## src/rtl/exc_seq_pkg.sv

```systemverilog
package exc_seq_pkg;

  typedef enum logic [1:0] {
    ST_RUN    = 2'd0,
    ST_ENTRY  = 2'd1,
    ST_TAIL   = 2'd2,
    ST_RETURN = 2'd3
  } seq_state_t;

  // countdown value loaded so that the action lands 'cycles' edges later
  function automatic int unsigned cd_load(input int unsigned cycles);
    return cycles - 1;
  endfunction

  function automatic int unsigned max3(input int unsigned a, input int unsigned b,
                                       input int unsigned c);
    int unsigned m;
    m = (a > b) ? a : b;
    return (m > c) ? m : c;
  endfunction

endpackage

```

## src/rtl/exc_seq_timer.sv

```systemverilog
module exc_seq_timer #(
  parameter int CW = 4
) (
  input  logic          clk,
  input  logic          rst_n,
  input  logic          load,
  input  logic [CW-1:0] load_val,
  output logic [CW-1:0] cnt,
  output logic          expired
);

  always_ff @(posedge clk or negedge rst_n) begin
    if (!rst_n)               cnt <= '0;
    else if (load)            cnt <= load_val;
    else if (cnt != '0)       cnt <= cnt - CW'(1);
  end

  assign expired = (cnt == '0);

endmodule

```

## src/rtl/exc_seq_stack.sv

```systemverilog
module exc_seq_stack #(
  parameter int DEPTH = 4,
  parameter int W     = 9
) (
  input  logic         clk,
  input  logic         rst_n,
  input  logic         push,
  input  logic         pop,
  input  logic [W-1:0] din,
  output logic [W-1:0] top,
  output logic         empty,
  output logic         ovf
);

  localparam int SPW = $clog2(DEPTH + 1);

  logic [SPW-1:0] sp;
  logic [W-1:0]   slot [DEPTH];
  logic           full;

  assign full  = (sp == SPW'(DEPTH));
  assign empty = (sp == '0);

  for (genvar g = 0; g < DEPTH; g++) begin : g_slot
    always_ff @(posedge clk or negedge rst_n) begin
      if (!rst_n)                          slot[g] <= '0;
      else if (push && sp == SPW'(g))      slot[g] <= din;
    end
  end

  always_ff @(posedge clk or negedge rst_n) begin
    if (!rst_n) begin
      sp  <= '0;
      ovf <= 1'b0;
    end else if (push) begin
      if (full) ovf <= 1'b1;
      else      sp  <= sp + SPW'(1);
    end else if (pop && !empty) begin
      sp <= sp - SPW'(1);
    end
  end

  always_comb begin
    top = '0;
    for (int i = 0; i < DEPTH; i++)
      if (sp == SPW'(i + 1)) top = slot[i];
  end


  ovf_sticky_chk: assert property (@(posedge clk) disable iff (!rst_n)
    ovf |=> ovf);


  no_grow_when_full_chk: assert property (@(posedge clk) disable iff (!rst_n)
    (push && full) |=> full && ovf);

endmodule

```

## src/rtl/exc_entry_seq.sv

```systemverilog
module exc_entry_seq
  import exc_seq_pkg::*;
#(
  parameter int NUM_W      = 9,
  parameter int DEPTH      = 4,
  parameter int ENTRY_CYC  = 12,
  parameter int RETURN_CYC = 12,
  parameter int TAIL_CYC   = 6
) (
  input  logic             clk,
  input  logic             rst_n,
  input  logic [NUM_W-1:0] sel_num,
  input  logic             preempt_req,
  input  logic             hdl_done,
  output logic [NUM_W-1:0] active_num,
  output logic             ret_to_base,
  output logic             act_stb,
  output logic [NUM_W-1:0] act_num,
  output logic             cmp_stb,
  output logic [NUM_W-1:0] cmp_num,
  output logic             hdl_start,
  output logic             nest_ovf
);

  localparam int unsigned MAXC = max3(ENTRY_CYC, RETURN_CYC, TAIL_CYC);
  localparam int CW = (MAXC > 2) ? $clog2(MAXC) : 1;
  localparam logic [CW-1:0] LD_ENTRY  = CW'(cd_load(ENTRY_CYC));
  localparam logic [CW-1:0] LD_RETURN = CW'(cd_load(RETURN_CYC));
  localparam logic [CW-1:0] LD_TAIL   = CW'(cd_load(TAIL_CYC));

  seq_state_t       state_q;
  logic [NUM_W-1:0] active_q;
  logic [NUM_W-1:0] target_q;

  // named internal events
  logic             want_req;
  logic             counting;
  logic             accept_ev;
  logic             done_ev;
  logic             late_ev;
  logic             chain_ev;
  logic             start_ev;
  logic             back_ev;
  logic [NUM_W-1:0] start_num;

  logic             tmr_load;
  logic [CW-1:0]    tmr_val;
  logic [CW-1:0]    tmr_cnt;
  logic             tmr_exp;

  logic             stk_push;
  logic             stk_pop;
  logic [NUM_W-1:0] stk_top;
  logic             stk_empty;

  always_comb begin
    want_req  = preempt_req && (sel_num != '0);
    counting  = (state_q == ST_ENTRY) || (state_q == ST_TAIL);
    done_ev   = (state_q == ST_RUN) && hdl_done && (active_q != '0);
    accept_ev = (state_q == ST_RUN) && !done_ev && want_req;
    late_ev   = counting && want_req && (sel_num != target_q);
    chain_ev  = (state_q == ST_RETURN) && want_req;
    start_ev  = counting && tmr_exp;
    back_ev   = (state_q == ST_RETURN) && tmr_exp && !chain_ev;
    start_num = late_ev ? sel_num : target_q;
  end

  always_comb begin
    tmr_load = accept_ev || done_ev || chain_ev;
    if (accept_ev)                       tmr_val = LD_ENTRY;
    else if (chain_ev || (done_ev && want_req)) tmr_val = LD_TAIL;
    else                                 tmr_val = LD_RETURN;
  end

  assign stk_push = accept_ev && (active_q != '0);
  assign stk_pop  = back_ev;

  exc_seq_timer #(.CW(CW)) u_timer (
    .clk      (clk),
    .rst_n    (rst_n),
    .load     (tmr_load),
    .load_val (tmr_val),
    .cnt      (tmr_cnt),
    .expired  (tmr_exp)
  );

  exc_seq_stack #(.DEPTH(DEPTH), .W(NUM_W)) u_stack (
    .clk   (clk),
    .rst_n (rst_n),
    .push  (stk_push),
    .pop   (stk_pop),
    .din   (active_q),
    .top   (stk_top),
    .empty (stk_empty),
    .ovf   (nest_ovf)
  );

  always_ff @(posedge clk or negedge rst_n) begin
    if (!rst_n) begin
      state_q  <= ST_RUN;
      active_q <= '0;
      target_q <= '0;
      act_stb  <= 1'b0;
      act_num  <= '0;
      cmp_stb  <= 1'b0;
      cmp_num  <= '0;
    end else begin
      act_stb <= start_ev;
      cmp_stb <= done_ev;
      if (done_ev) cmp_num <= active_q;
      unique case (state_q)
        ST_RUN: begin
          if (done_ev) begin
            state_q  <= want_req ? ST_TAIL : ST_RETURN;
            target_q <= sel_num;
          end else if (accept_ev) begin
            state_q  <= ST_ENTRY;
            target_q <= sel_num;
          end
        end
        ST_ENTRY, ST_TAIL: begin
          if (start_ev) begin
            state_q  <= ST_RUN;
            active_q <= start_num;
            act_num  <= start_num;
          end else if (late_ev) begin
            target_q <= sel_num;
          end
        end
        ST_RETURN: begin
          if (chain_ev) begin
            state_q  <= ST_TAIL;
            target_q <= sel_num;
          end else if (back_ev) begin
            state_q  <= ST_RUN;
            active_q <= stk_top;
          end
        end
        default: state_q <= ST_RUN;
      endcase
    end
  end

  assign active_num  = active_q;
  assign ret_to_base = stk_empty;
  assign hdl_start   = act_stb;


  entry_load_chk: assert property (@(posedge clk) disable iff (!rst_n)
    accept_ev |=> (state_q == ST_ENTRY) && (tmr_cnt == LD_ENTRY));


  late_no_restart_chk: assert property (@(posedge clk) disable iff (!rst_n)
    (late_ev && !tmr_exp) |=> (tmr_cnt == $past(tmr_cnt) - CW'(1)));


  act_matches_active_chk: assert property (@(posedge clk) disable iff (!rst_n)
    act_stb |-> (active_num == act_num) && (act_num != '0));


  strobe_exclusive_chk: assert property (@(posedge clk) disable iff (!rst_n)
    $onehot0({act_stb, cmp_stb}));


  active_stable_chk: assert property (@(posedge clk) disable iff (!rst_n)
    (state_q != ST_RUN && !tmr_exp) |=> $stable(active_num));

endmodule

```

## config.mk

```make
export PLATFORM = sky130hd
export DESIGN_NAME = exc_entry_seq
export DESIGN_NICKNAME = d
export VERILOG_FILES = /design/src/rtl/exc_seq_pkg.sv /design/src/rtl/exc_seq_timer.sv /design/src/rtl/exc_seq_stack.sv /design/src/rtl/exc_entry_seq.sv
export SDC_FILE = /design/constraint.sdc
export NUM_CORES = 1
export LEC_CHECK = 0
export BUFFER_PORTS_ARGS = -buffer_cell sky130_fd_sc_hd__buf_4
export CAP_MARGIN = 20
export CORE_UTILIZATION = 51
export DETAILED_ROUTE_END_ITERATION = 6
export PLACE_DENSITY = 0.77
export REMOVE_ABC_BUFFERS = 1
export SETUP_SLACK_MARGIN = 0.4
export SLEW_MARGIN = 0
export SYNTH_ARGS = -nofsm -noshare
export SYNTH_HDL_FRONTEND = slang
export SYNTH_SLANG_ARGS = --single-unit
```

## constraint.sdc

```tcl
create_clock -name clk -period 4.25 [get_ports clk]
set_clock_uncertainty 0.05 [all_clocks]
set_input_delay 0.2125 -clock clk [delete_from_list [all_inputs] [get_ports clk]]
set_output_delay 0.2125 -clock clk [all_outputs]
set_load 0.01 [all_outputs]
```

# Word-level counts from Yosys, hierarchy flattened
# Index checks and enable logic that the tools add are counted.
# word_totals
register_bits	84
input_bits	13
output_inout_bits	32
wordCells	102
# op_classes
addsub	3
n_eq_ne	16
mux	28
n_reduce_logical	41
# op_table
cell	count
$mux 9	12
$pmux 9 s3	1
$logic_and 1x1->1	18
$pmux 9 s2	1
$reduce_bool 9->1	2
$mux 4	4
$mux 2	5
$ne 2x2->1 const B	5
$mux 3	3
$ne 9x9->1	1
$eq 3x2->1 const B	2
$pmux 2 s3	1
$reduce_and 2->1	3
$reduce_and 3->1	2
$reduce_bool 2->1	3
$eq 2x2->1 const B	2
$logic_not 4->1	1
$logic_or 1x1->1	4
$reduce_and 4->1	1
$reduce_bool 4->1	1
$sub 4x1->4 const B	1
$add 3x1->3 const B	1
$eq 3x1->1 const B	1
$eq 3x3->1 const B	1
other kinds (10)	12

# Logic depth before layout (Yosys ltp)
# Gate-level depths: netlist of run 1.
# depth
ltp_word	9
depth_mapped	9
mapped_depth_nobuf	7

# By module
# From an unflattened synthesis of run 1, not the netlist that was laid out.
# unflattened
hier_cells	365
hier_area_um2	4274.1
# by_module_without_submodules
mod	n_inst	cells_per_inst	area_per_inst_um2	seq_area_each_um2
exc_entry_seq	1	181	2089.5	1001.0
exc_seq_stack	1	161	1951.9	1001.0
exc_seq_timer	1	23	232.7	100.1

# Least setup slack after synthesis of run 1
# No wires, ideal clock.
# synth_timing
path_kind	register to register
startpoint	reg u_timer.cnt[0]
endpoint	reg active_q[0], in the netlist active_num[0]
setup_ns	0.126
t_arrival_ns	1.843
required_time_ns	4.074
setup_slack_ns	2.231
stages_incl_launch_ff	9
path_buffers	2
period_less_slack_ns	2.019
cell_sequence	dfrtp_1 > inv_1 > ha_1 > or3b_1 > buf_2 > nor2_1 > buf_2 > nand2_2 > a221o_1
# synth_via
elab_chain_cells	5
word_cells_on_any_way	7
cone_classes	eq/ne: 2; reduce/logical: 5
# synth_lines
item	line_no	source
start: declaration	exc_seq_timer.sv:8	output logic [CW-1:0] cnt,
start signal: assignment	exc_seq_timer.sv:14	else if (load) cnt <= load_val;
start signal: assignment	exc_seq_timer.sv:15	else if (cnt != '0) cnt <= cnt - CW'(1);
$logic_not 4->1 *	exc_seq_timer.sv:18	assign expired = (cnt == '0);
$logic_and 1x1->1 (2 in series)	exc_entry_seq.sv:64	back_ev = (state_q == ST_RETURN) && tmr_exp && !chain_ev;
$ne 2x1->1 (no source line)	n/a	
$reduce_and 4->1 (no source line) *	n/a	
end signal: assignment	exc_entry_seq.sv:124	active_q <= start_num;
end signal: assignment	exc_entry_seq.sv:136	active_q <= stk_top;
end: declaration	exc_entry_seq.sv:32	logic [NUM_W-1:0] active_q;
# Every way passes the cells marked *; elsewhere a longest branch is shown, timed or not.
# A chain may end at the register's enable or synchronous reset.

# Worst setup path in the final report of run 1
# layout_timing
startpoint	reg u_timer.cnt[0]
endpoint	reg active_q[8], in the netlist active_num[8]
# Same word-level chain as after synthesis.

==> summary.md, run 1 <==
| Metric | Value |
|---|---|
| Critical R2R Launch | u_timer.cnt[0]$_DFFE_PN0P_ |
| Area after DPL | around 4600 um2 |
| Initial Util | between 50% and 60% |
| Core box area | 7890 um2 |
| Design area | between 4000 and 5000 um2 |
| Post-synth top area share | 49.7% |
| RD Place Congestion | ~0.85 |
| Post-route DRC | 0 |
| Total Routing Usage GR | 22.9% |
| Worst VDD drop | about 380 uV |
| Lkg Pwr | between 2 and 2.5 nW |
| Top_reg_cell synth | dfrtp_1 |
| Worst Reg-to-Reg Cells | 7 |
| Worst-path cell chain | inv_1 -> ha_1 -> or3b_1 -> nor2_1 -> nand3b_1 -> a211oi_1 -> nor3_1 |
| R2R Setup Slk | 1.47 ns |
| P&R area growth vs syn | 14.3% |
| Minimum clock period after layout | between 2 and 3 ns |
| Pin count of the biggest net entering global routing | 85 |
| XOR/XNOR share of the synthesized area | 2.48% |
| Capture point of the worst reg-to-reg path | active_num[8]$_DFFE_PN0P_ |
| Clk pin slew, worst setup/hold paths | 0.08 ns |
| Mux share of post-synthesis cell area | approximately 18% |
| Total CTS buffers | 9 |
| Port-buffer cells | 44 |
| Slew Viols, Final | 0 |
| Post-synthesis sequential area ratio | roughly half |
| Row count | 32 |
| Slew headroom | between 40% and 50% |
| Max Clk Rate | 360 MHz |
| Drt pass-1 iters | 4 |
| Synthesized instance count | about 360 |
| Setup violators final | 0 |
| Die height | roughly 93 um |
| P per Cell Area | roughly 740 nW/um2 |
| Worst slew pin tran | roughly 0.8 ns |
| CP required | 4.41 ns |
| Element type at the critical path end | flip-flop |
| Switching part of the total | a little under two fifths |
| RSZ-0062 raised after global routing | no |
| Synth area leader | dfrtp_1 |
| CTS H-Tree Depth | 3 |
| Yosys warning count | 0 |
| Final WL | 9.19 mm |
| Clock Latency Late Sink | 0.34 ns |
| Hold Path Class | in -> reg |
| Post-DRT Antenna Nets | 0 |
| Die width | 93.1 um |
| Synth area leaders | dfrtp_1 50%, mux2_2 17%, ha_1 3.3% |
| Initial antenna violation count | 0 |
| Post-synthesis adder-cell area fraction | under 10% |
| Cell Area, Synth | 4230 um2 |
| Setup TNS | 0 ns |
| Layout cells sized above 1 | between 30% and 40% |
| # IOs | 45 |
| Switching power | approximately 0.0013 W |
| WL per Instance | about 18 um |
| Vias in the first global route | 2992 |
| Worst setup path startpoint | u_timer.cnt[0]$_DFFE_PN0P_ |
| Tcrit/Tclk final | roughly 65% |
| Worst setup SP type | flip-flop |
| # nets final | 424 |
| Main combinational cell family by area after synthesis | multiplexers |
| Clk sinks | 84 |
| Comb pwr share | 42.7% |
| Portion of total power attributed to the clock network | about 16% |
| PostCTS Resize Cnt | 0 |
| Simple-Gate Fraction of Synth Area | 13.4% |
| Initial drt markers | 202 |
| Longest Clk Path Bufs | 2 |
| Setup CP Type | reg -> reg |
| Core Util, Final | 61.3% |
| First-pass GRT wire length | around 15 mm |
| Crit path arrival time | roughly 3 ns |
| Clock root buffer | clkbuf_8 |
| Post-CTS setup buffer count | 0 |
| Avg Vias per Cell | slightly below 6 |
| DP HPWL | approximately 6.3 mm |
| Max Cap Viol | 0 |
| CTS tree | yes |
| DR vias | approximately 3.0k |
| Syn Area/Cell | 11.7 um2 |
| Post-synthesis async set-or-reset flop share | between 90% and 100% |
| Reg power frac | between 40% and 50% |
| Crit Path Max Fanout | 11 |
| ANT cells | 0 |
| Final hold violation count | 0 |
| Worst path max stage delay | ~0.60 ns |
| Int Power | between 0.002 and 0.0025 W |
| Die area | between 8000 and 9000 um2 |
| Number of synthesized flops with an enable pin | 0 |
| Grt total ovfl | 0 |
| #FFs+latches synth | 84 |
| Slowest cell on crit path | nor2_1 |
| Worst setup endpoint | active_num[8]$_DFFE_PN0P_ |
| Status | finished, final reports clean |
| Pwr Total | roughly 0.0036 W |
| Synth Area in Compound Gates | approximately 11% |
| Distinct cells, synth | between 50 and 60 |
## cells by family after synthesis
logic type / count (synthesis)
fa+ha+maj: 11
flops: 84
simple gates: 103
buf+inv: 30
compound gates: 56
xor+xnor: 12
mux: 66
## per-layer routing
layer / up-vias / track usage, % / wire length, um
met4: 0 / 9.23 / 221
met1: 1513 / 31.8 / 4160
met2: 79 / 36.3 / 4410
li1: 1381 / - / -
met3: 18 / 3.25 / 397
met5: - / 0 / 0
## cells in the mapped netlist (all sizes together), types with 2 or more instances
| master | number |
|---|---|
| and3 | 3 |
| and2 | 2 |
| xnor2 | 12 |
| nand2 | 31 |
| nor2b | 4 |
| or2 | 2 |
| o211ai | 2 |
| buf | 8 |
| a221oi | 9 |
| nor2 | 23 |
| nor4 | 2 |
| dfrtp | 84 |
| clkbuf | 11 |
| a31oi | 3 |
| nand3b | 10 |
| a32o | 2 |
| nor3b | 2 |
| nand3 | 6 |
| a21oi | 6 |
| ha | 11 |
| o21ai | 13 |
| a221o | 8 |
| a21o | 3 |
| mux2i | 2 |
| mux2 | 64 |
| nor3 | 13 |
| inv | 11 |
## state kept, by name, indices dropped and copies added, names as in the netlist
register and flops:
target_q 9, act_num 9, u_stack.ovf 1, state_q 2
cmp_stb 1, u_stack.sp 3, active_num 9, cmp_num 9
u_timer.cnt 4, act_stb 1, u_stack.slot 36
## layout make-up
cell class / instances / area (um2)
Tap cell: 102 / 128
Sequential cell: 84 / 2100
Clock inverter: 1 / 30.0
Multi-Input combinational cell: 248 / 2000
Clock buffer: 15 / 166
Fill cell: 616 / 3050
Inverter: 11 / 41.3
Timing Repair Buffer: 46 / 368
## cells in the final DEF (no fill, tap or decap), drive strengths merged, types with 2 or more instances in the layout
cell type	n
dfrtp	84
mux2	64
buf	45
nand2	31
nor2	23
clkbuf	15
nor3	13
o21ai	13
xnor2	12
ha	11
inv	11
nand3b	10
a221oi	9
a221o	8
a21oi	6
nand3	6
nor2b	4
and3	3
a21o	3
a31oi	3
nor4	2
or2	2
o211ai	2
mux2i	2
a32o	2
nor3b	2
and2	2
## critical path, delay by kind of cell, from the launching register on
family / cells / cell delay, ns
adders and majority gates: 1 / 0.17
and+or+nand+nor: 4 / 1.62
DFF: 1 / 0.40
buffers and inverters: 1 / 0.10
AOI/OAI and AO/OA: 1 / 0.30
## per-stage QoR
step                setup slack [ns]  cells  hold WS (ns)
CTS                             1.47    505        0.0487
floorplan                       1.96    343        -0.133
finish                          1.47    507        0.0851
global route                    1.18    507        0.0849
detailed placement              1.49    489         0.407
global placement                1.67    489         0.393
## how the worst min path moves through the flow
stage                                 start                   endpoint  slack [ns]  cells after the start
finish                           sel_num[6]    target_q[6]$_DFFE_PN0P_        0.09                      2
global route                     sel_num[6]    target_q[6]$_DFFE_PN0P_        0.08                      2
CTS                                   rst_n  u_stack.sp[0]$_DFFE_PN0P_        0.05                      1
detailed placement  u_stack.ovf$_DFFE_PN0P_    u_stack.ovf$_DFFE_PN0P_        0.41                      1
global placement    u_stack.ovf$_DFFE_PN0P_    u_stack.ovf$_DFFE_PN0P_        0.39                      1
floorplan                             rst_n     act_num[0]$_DFFE_PN0P_       -0.13                      0
## power groups by stage
| stage | registers [W] | clock network, W | logic (W) |
|---|---|---|---|
| after detailed placement | 0.00148 | 0 | 0.00152 |
| after global routing | 0.00152 | 0.000613 | 0.00168 |
| after global placement | 0.00145 | 0 | 0.00148 |
| after CTS | 0.00147 | 0.000585 | 0.00153 |
| after floorplan | 0.00145 | 0 | 0.00100 |
| final | 0.00147 | 0.000577 | 0.00153 |
## repair_timing
| action | in CTS | in global routing |
|---|---|---|
| endpoints found under the hold margin | 0 | 19 |
| hold buffers | 0 | 1 |
| endpoints found under the setup margin | 0 | 0 |
Power figures use the tool's default switching activity.
==> inputs of run 2 (changes only) <==
--- a/config.mk
+++ b/config.mk
@@ -5,11 +5,12 @@
 export SDC_FILE = /design/constraint.sdc
 export NUM_CORES = 1
 export LEC_CHECK = 0
+export ABC_AREA = 1
 export BUFFER_PORTS_ARGS = -buffer_cell sky130_fd_sc_hd__buf_4
 export CAP_MARGIN = 20
 export CORE_UTILIZATION = 51
 export DETAILED_ROUTE_END_ITERATION = 6
-export PLACE_DENSITY = 0.77
+export PLACE_DENSITY = 0.76
 export REMOVE_ABC_BUFFERS = 1
 export SETUP_SLACK_MARGIN = 0.4
 export SLEW_MARGIN = 0
==> constraint.sdc (replaced) <==
create_clock -name clk -period 2.7 [get_ports clk]
set_clock_uncertainty 0.05 [all_clocks]
set_input_delay 0.135 -clock clk [delete_from_list [all_inputs] [get_ports clk]]
set_output_delay 0.135 -clock clk [all_outputs]
set_load 0.01 [all_outputs]
==> run 2 against run 1 <==
Effect of this change:
- the run now ends with DRC left
- clock power is 59% higher
- utilization is 1.4 points lower
- synthesized cell count rose by 54%
- power up 74%
- first-iteration DRC count increased by 7.4%
- area after synthesis up 10%
- largest power group unchanged
==> summary.md, run 2 <==
| Metric | Value |
|---|---|
| Hold depth | 5 (+3) |
| Crit Path Max Fanout | 10 (-1) |
| Longest Clk Path Bufs | 2 (unchanged) |
| Drt pass-1 iters | 7 (+3) |
| Failing checks | DRC |
| Worst Reg-to-Reg Cells | 8 (+1) |
| ANT cells | 0 (unchanged) |
| Initial drt markers | 217 (+7.4%) |
| CTS H-Tree Depth | 3 (unchanged) |
| Most common cell after layout, fill and taps aside | nand2_1 |
| # nets final | 627 (+48%) |
| Max Cap Viol | 0 (unchanged) |
| Grt total ovfl | 0 (unchanged) |
| Post-route DRC | 6 (+6) |
| Switching power | 0.00282 W (+110%) |
| Port-buffer cells | 44 (unchanged) |
| Clock root buffer | clkbuf_8 |
| Critical R2R Launch | u_stack.sp[2]$_DFFE_PN0P_ |
| Design area | 5280 um2 (+9.1%) |
| Row count | 34 (+6.3%) |
| Clk pin slew, worst setup/hold paths | 0.09 ns (about the same) |
| Number of synthesized flops with an enable pin | 0 (unchanged) |
| P per Cell Area | 1180 nW/um2 (+60%) |
| Post-synthesis async set-or-reset flop share | 100% (unchanged) |
| First-pass GRT wire length | 16.5 mm (+7.8%) |
| Post-synthesis sequential area ratio | 45.1% (-4.6 points) |
| Fin worst setup slack | 0.679 ns (-0.790 ns) |
| Int Power | 0.00341 W (+51%) |
| Hold Path Class | in -> reg |
| Clk sinks | 84 (unchanged) |
| Setup violators final | 0 (unchanged) |
| Distinct cells, synth | 34 (-35%) |
| Final hold violation count | 0 (unchanged) |
| Initial antenna violation count | 0 (unchanged) |
| Synth area leaders | dfrtp_1 45%, nand2_1 14%, o21ai_2 6.8% |
| #FFs+latches synth | 84 (unchanged) |
| Comb pwr share | 49.8% (+7.1 points) |
| Element type at the critical path end | flip-flop |
| Portion of total power attributed to the clock network | 14.7% (-1.5 points) |
| Yosys warning count | 0 (unchanged) |
| WL per Instance | 13.7 um (-24%) |
| Core box area | 8810 um2 (+12%) |
| Layout cells sized above 1 | 25.2% (-8.4 points) |
| Pwr Total | 0.00623 W (+74%) |
| # IOs | 45 (unchanged) |
| CTS tree | yes |
| Total CTS buffers | 9 (unchanged) |
| Post-DRT Antenna Nets | 0 (unchanged) |
| Setup TNS | 0 ns (unchanged) |
| Cell Area, Synth | 4660 um2 (+10%) |
| Syn Area/Cell | 8.34 um2 (-29%) |
| Status | finished with violations |
| Slew headroom | 60.1% (+15 points) |
| Hold_sp | sel_num[8] |
| RD Place Congestion | 0.863 (+1.1%) |
| Area after DPL | 5040 um2 (+9.4%) |
| Total Routing Usage GR | 21.6% (-1.2 points) |
| DP Worst Slack | 0.705 ns (-0.785 ns) |
| Top_reg_cell synth | dfrtp_1 |
| Initial Util | 53.0% (-0.69 points) |
| Worst setup SP type | flip-flop |
| Tcrit/Tclk final | 74.8% (+9.4 points) |
| Slew Viols, Final | 0 (unchanged) |
| Capture point of the worst reg-to-reg path | active_num[8]$_DFFE_PN0P_ |
| Lkg Pwr | 2.66 nW (+27%) |
| Post-CTS setup buffer count | 0 (unchanged) |
| DR vias | 3797 (+27%) |
| Synth area leader | dfrtp_1 |
| Post-synth top cells | 180 x nand2_1, 84 x dfrtp_1, 44 x nor2_1, 36 x o21ai_2, 32 x nand3_1 |
| Crit path arrival time | 2.23 ns (-0.71 ns) |
| Worst VDD drop | 494 uV (+30%) |
| P&R area growth vs syn | 13.2% |
| Synthesized instance count | 559 (+54%) |
| Worst Hold Path EP | target_q[8]$_DFFE_PN0P_ |
| DP HPWL | 7.26 mm (+15%) |
| Pin count of the biggest net entering global routing | 85 (unchanged) |
| RSZ-0062 raised after global routing | no |
| Reg power frac | 35.5% (-5.6 points) |
| CP required | 2.91 ns (-1.50 ns) |
| Max Clk Rate | 495 MHz (+38%) |
| Vias in the first global route | 3537 (+18%) |
| Die area | 9530 um2 (+10%) |
| Biggest register | u_stack.slot |
| Die width | 97.6 um (+4.9%) |
| R2R Setup Slk | 0.68 ns (-0.79 ns) |
| Switching part of the total | 45.3% (+8.4 points) |
| Max reg flops | 36 (unchanged) |
| Die height | 97.6 um (+4.9%) |
| Count leader, synth | nand2_1 |
| Final WL | 9.82 mm (+6.9%) |
| Post-synth top area share | 45.1% (-4.6 points) |
| Commonest non-fill, non-tap cells in the layout | 180 x nand2_1, 84 x dfrtp_1, 47 x buf_4, 44 x nor2_1, 36 x o21ai_2 |
| Clock Latency Late Sink | 0.36 ns (+0.02 ns) |
| Worst slew pin tran | 0.597 ns (-0.220 ns) |
| Avg Vias per Cell | 5.30 (-10%) |
| Minimum clock period after layout | 2.02 ns (-0.760 ns) |
| Setup CP Type | reg -> reg |
| Core Util, Final | 59.9% (-1.4 points) |
## run 2: timing repair
action / in CTS / in global routing
gates resized for setup: 0 / 0
hold endpoints to repair: 84 / 0
hold buffers: 1 / 0
## run 2: layer usage
metal | GRT usage [%] | part of all wire (%) | up-vias
met3 | 4.17 | 3.6 | 17
met4 | 8.16 | 1.7 | 0
met2 | 34.6 | 48 | 79
li1 | - | - | 1882
met1 | 29.1 | 46 | 1819
met5 | 0 | 0 | -
## run 2: worst max path at each step
stage / from / endpoint / slack, ns / cells past startpoint
finish: u_stack.sp[2]$_DFFE_PN0P_ / active_num[8]$_DFFE_PN0P_ / 0.68 / 8
CTS: u_stack.sp[2]$_DFFE_PN0P_ / active_num[8]$_DFFE_PN0P_ / 0.66 / 8
detailed placement: u_stack.sp[2]$_DFFE_PN0P_ / active_num[8]$_DFFE_PN0P_ / 0.71 / 8
global route: state_q[0]$_DFFE_PN0P_ / active_num[2]$_DFFE_PN0P_ / 0.53 / 7
floorplan: u_stack.sp[2]$_DFFE_PN0P_ / active_num[8]$_DFFE_PN0P_ / 0.79 / 7
global placement: u_stack.sp[2]$_DFFE_PN0P_ / active_num[8]$_DFFE_PN0P_ / 0.70 / 8
## run 2: cell families (layout without fill, tap and decap cells)
| kind of cell | count (synthesis) | after routing | synth area share, % |
|---|---|---|---|
| adders and majority gates | 11 | 11 | 2.95 |
| AOI/OAI and AO/OA | 97 | 97 | 13.7 |
| and+or+nand+nor | 290 | 290 | 29.6 |
| xor gates and xnor gates | 9 | 9 | 1.69 |
| buffers and inverters | 68 | 117 | 6.95 |
| DFF | 84 | 84 | 45.1 |
## run 2: area by class of cell
class,instances,area [um2]
tap,108,135
inverter,52,211
sequential,84,2100
multi-input combinational,407,2240
clock buffer,9,124
fill,797,3530
timing repair buffer,49,390
clock inverter,7,77.6
## run 2: stage by stage
step	hold WS, ns	std cells
finish	0.0666	716
CTS	0.0564	715
detailed placement	0.344	698
floorplan	-0.211	543
global placement	0.343	698
global route	0.0729	716
## run 2: power by group through the flow
stage	Clock, W	Sequential, W	Combinational (W)
after floorplan	0	0.00225	0.00208
after global placement	0	0.00221	0.00302
after detailed placement	0	0.00223	0.00311
after CTS	0.000930	0.00221	0.00313
after global routing	0.000977	0.00229	0.00347
final	0.000915	0.00221	0.00310
## run 2: critical path: stages (launching register included)
cell and delay, ns:
dfrtp_1 0.53, inv_1 0.16, ha_1 0.17, buf_4 0.20, clkinv_1 0.26, o21ai_0 0.23, a31oi_1 0.07, o21ai_1 0.14
o21ai_1 0.08
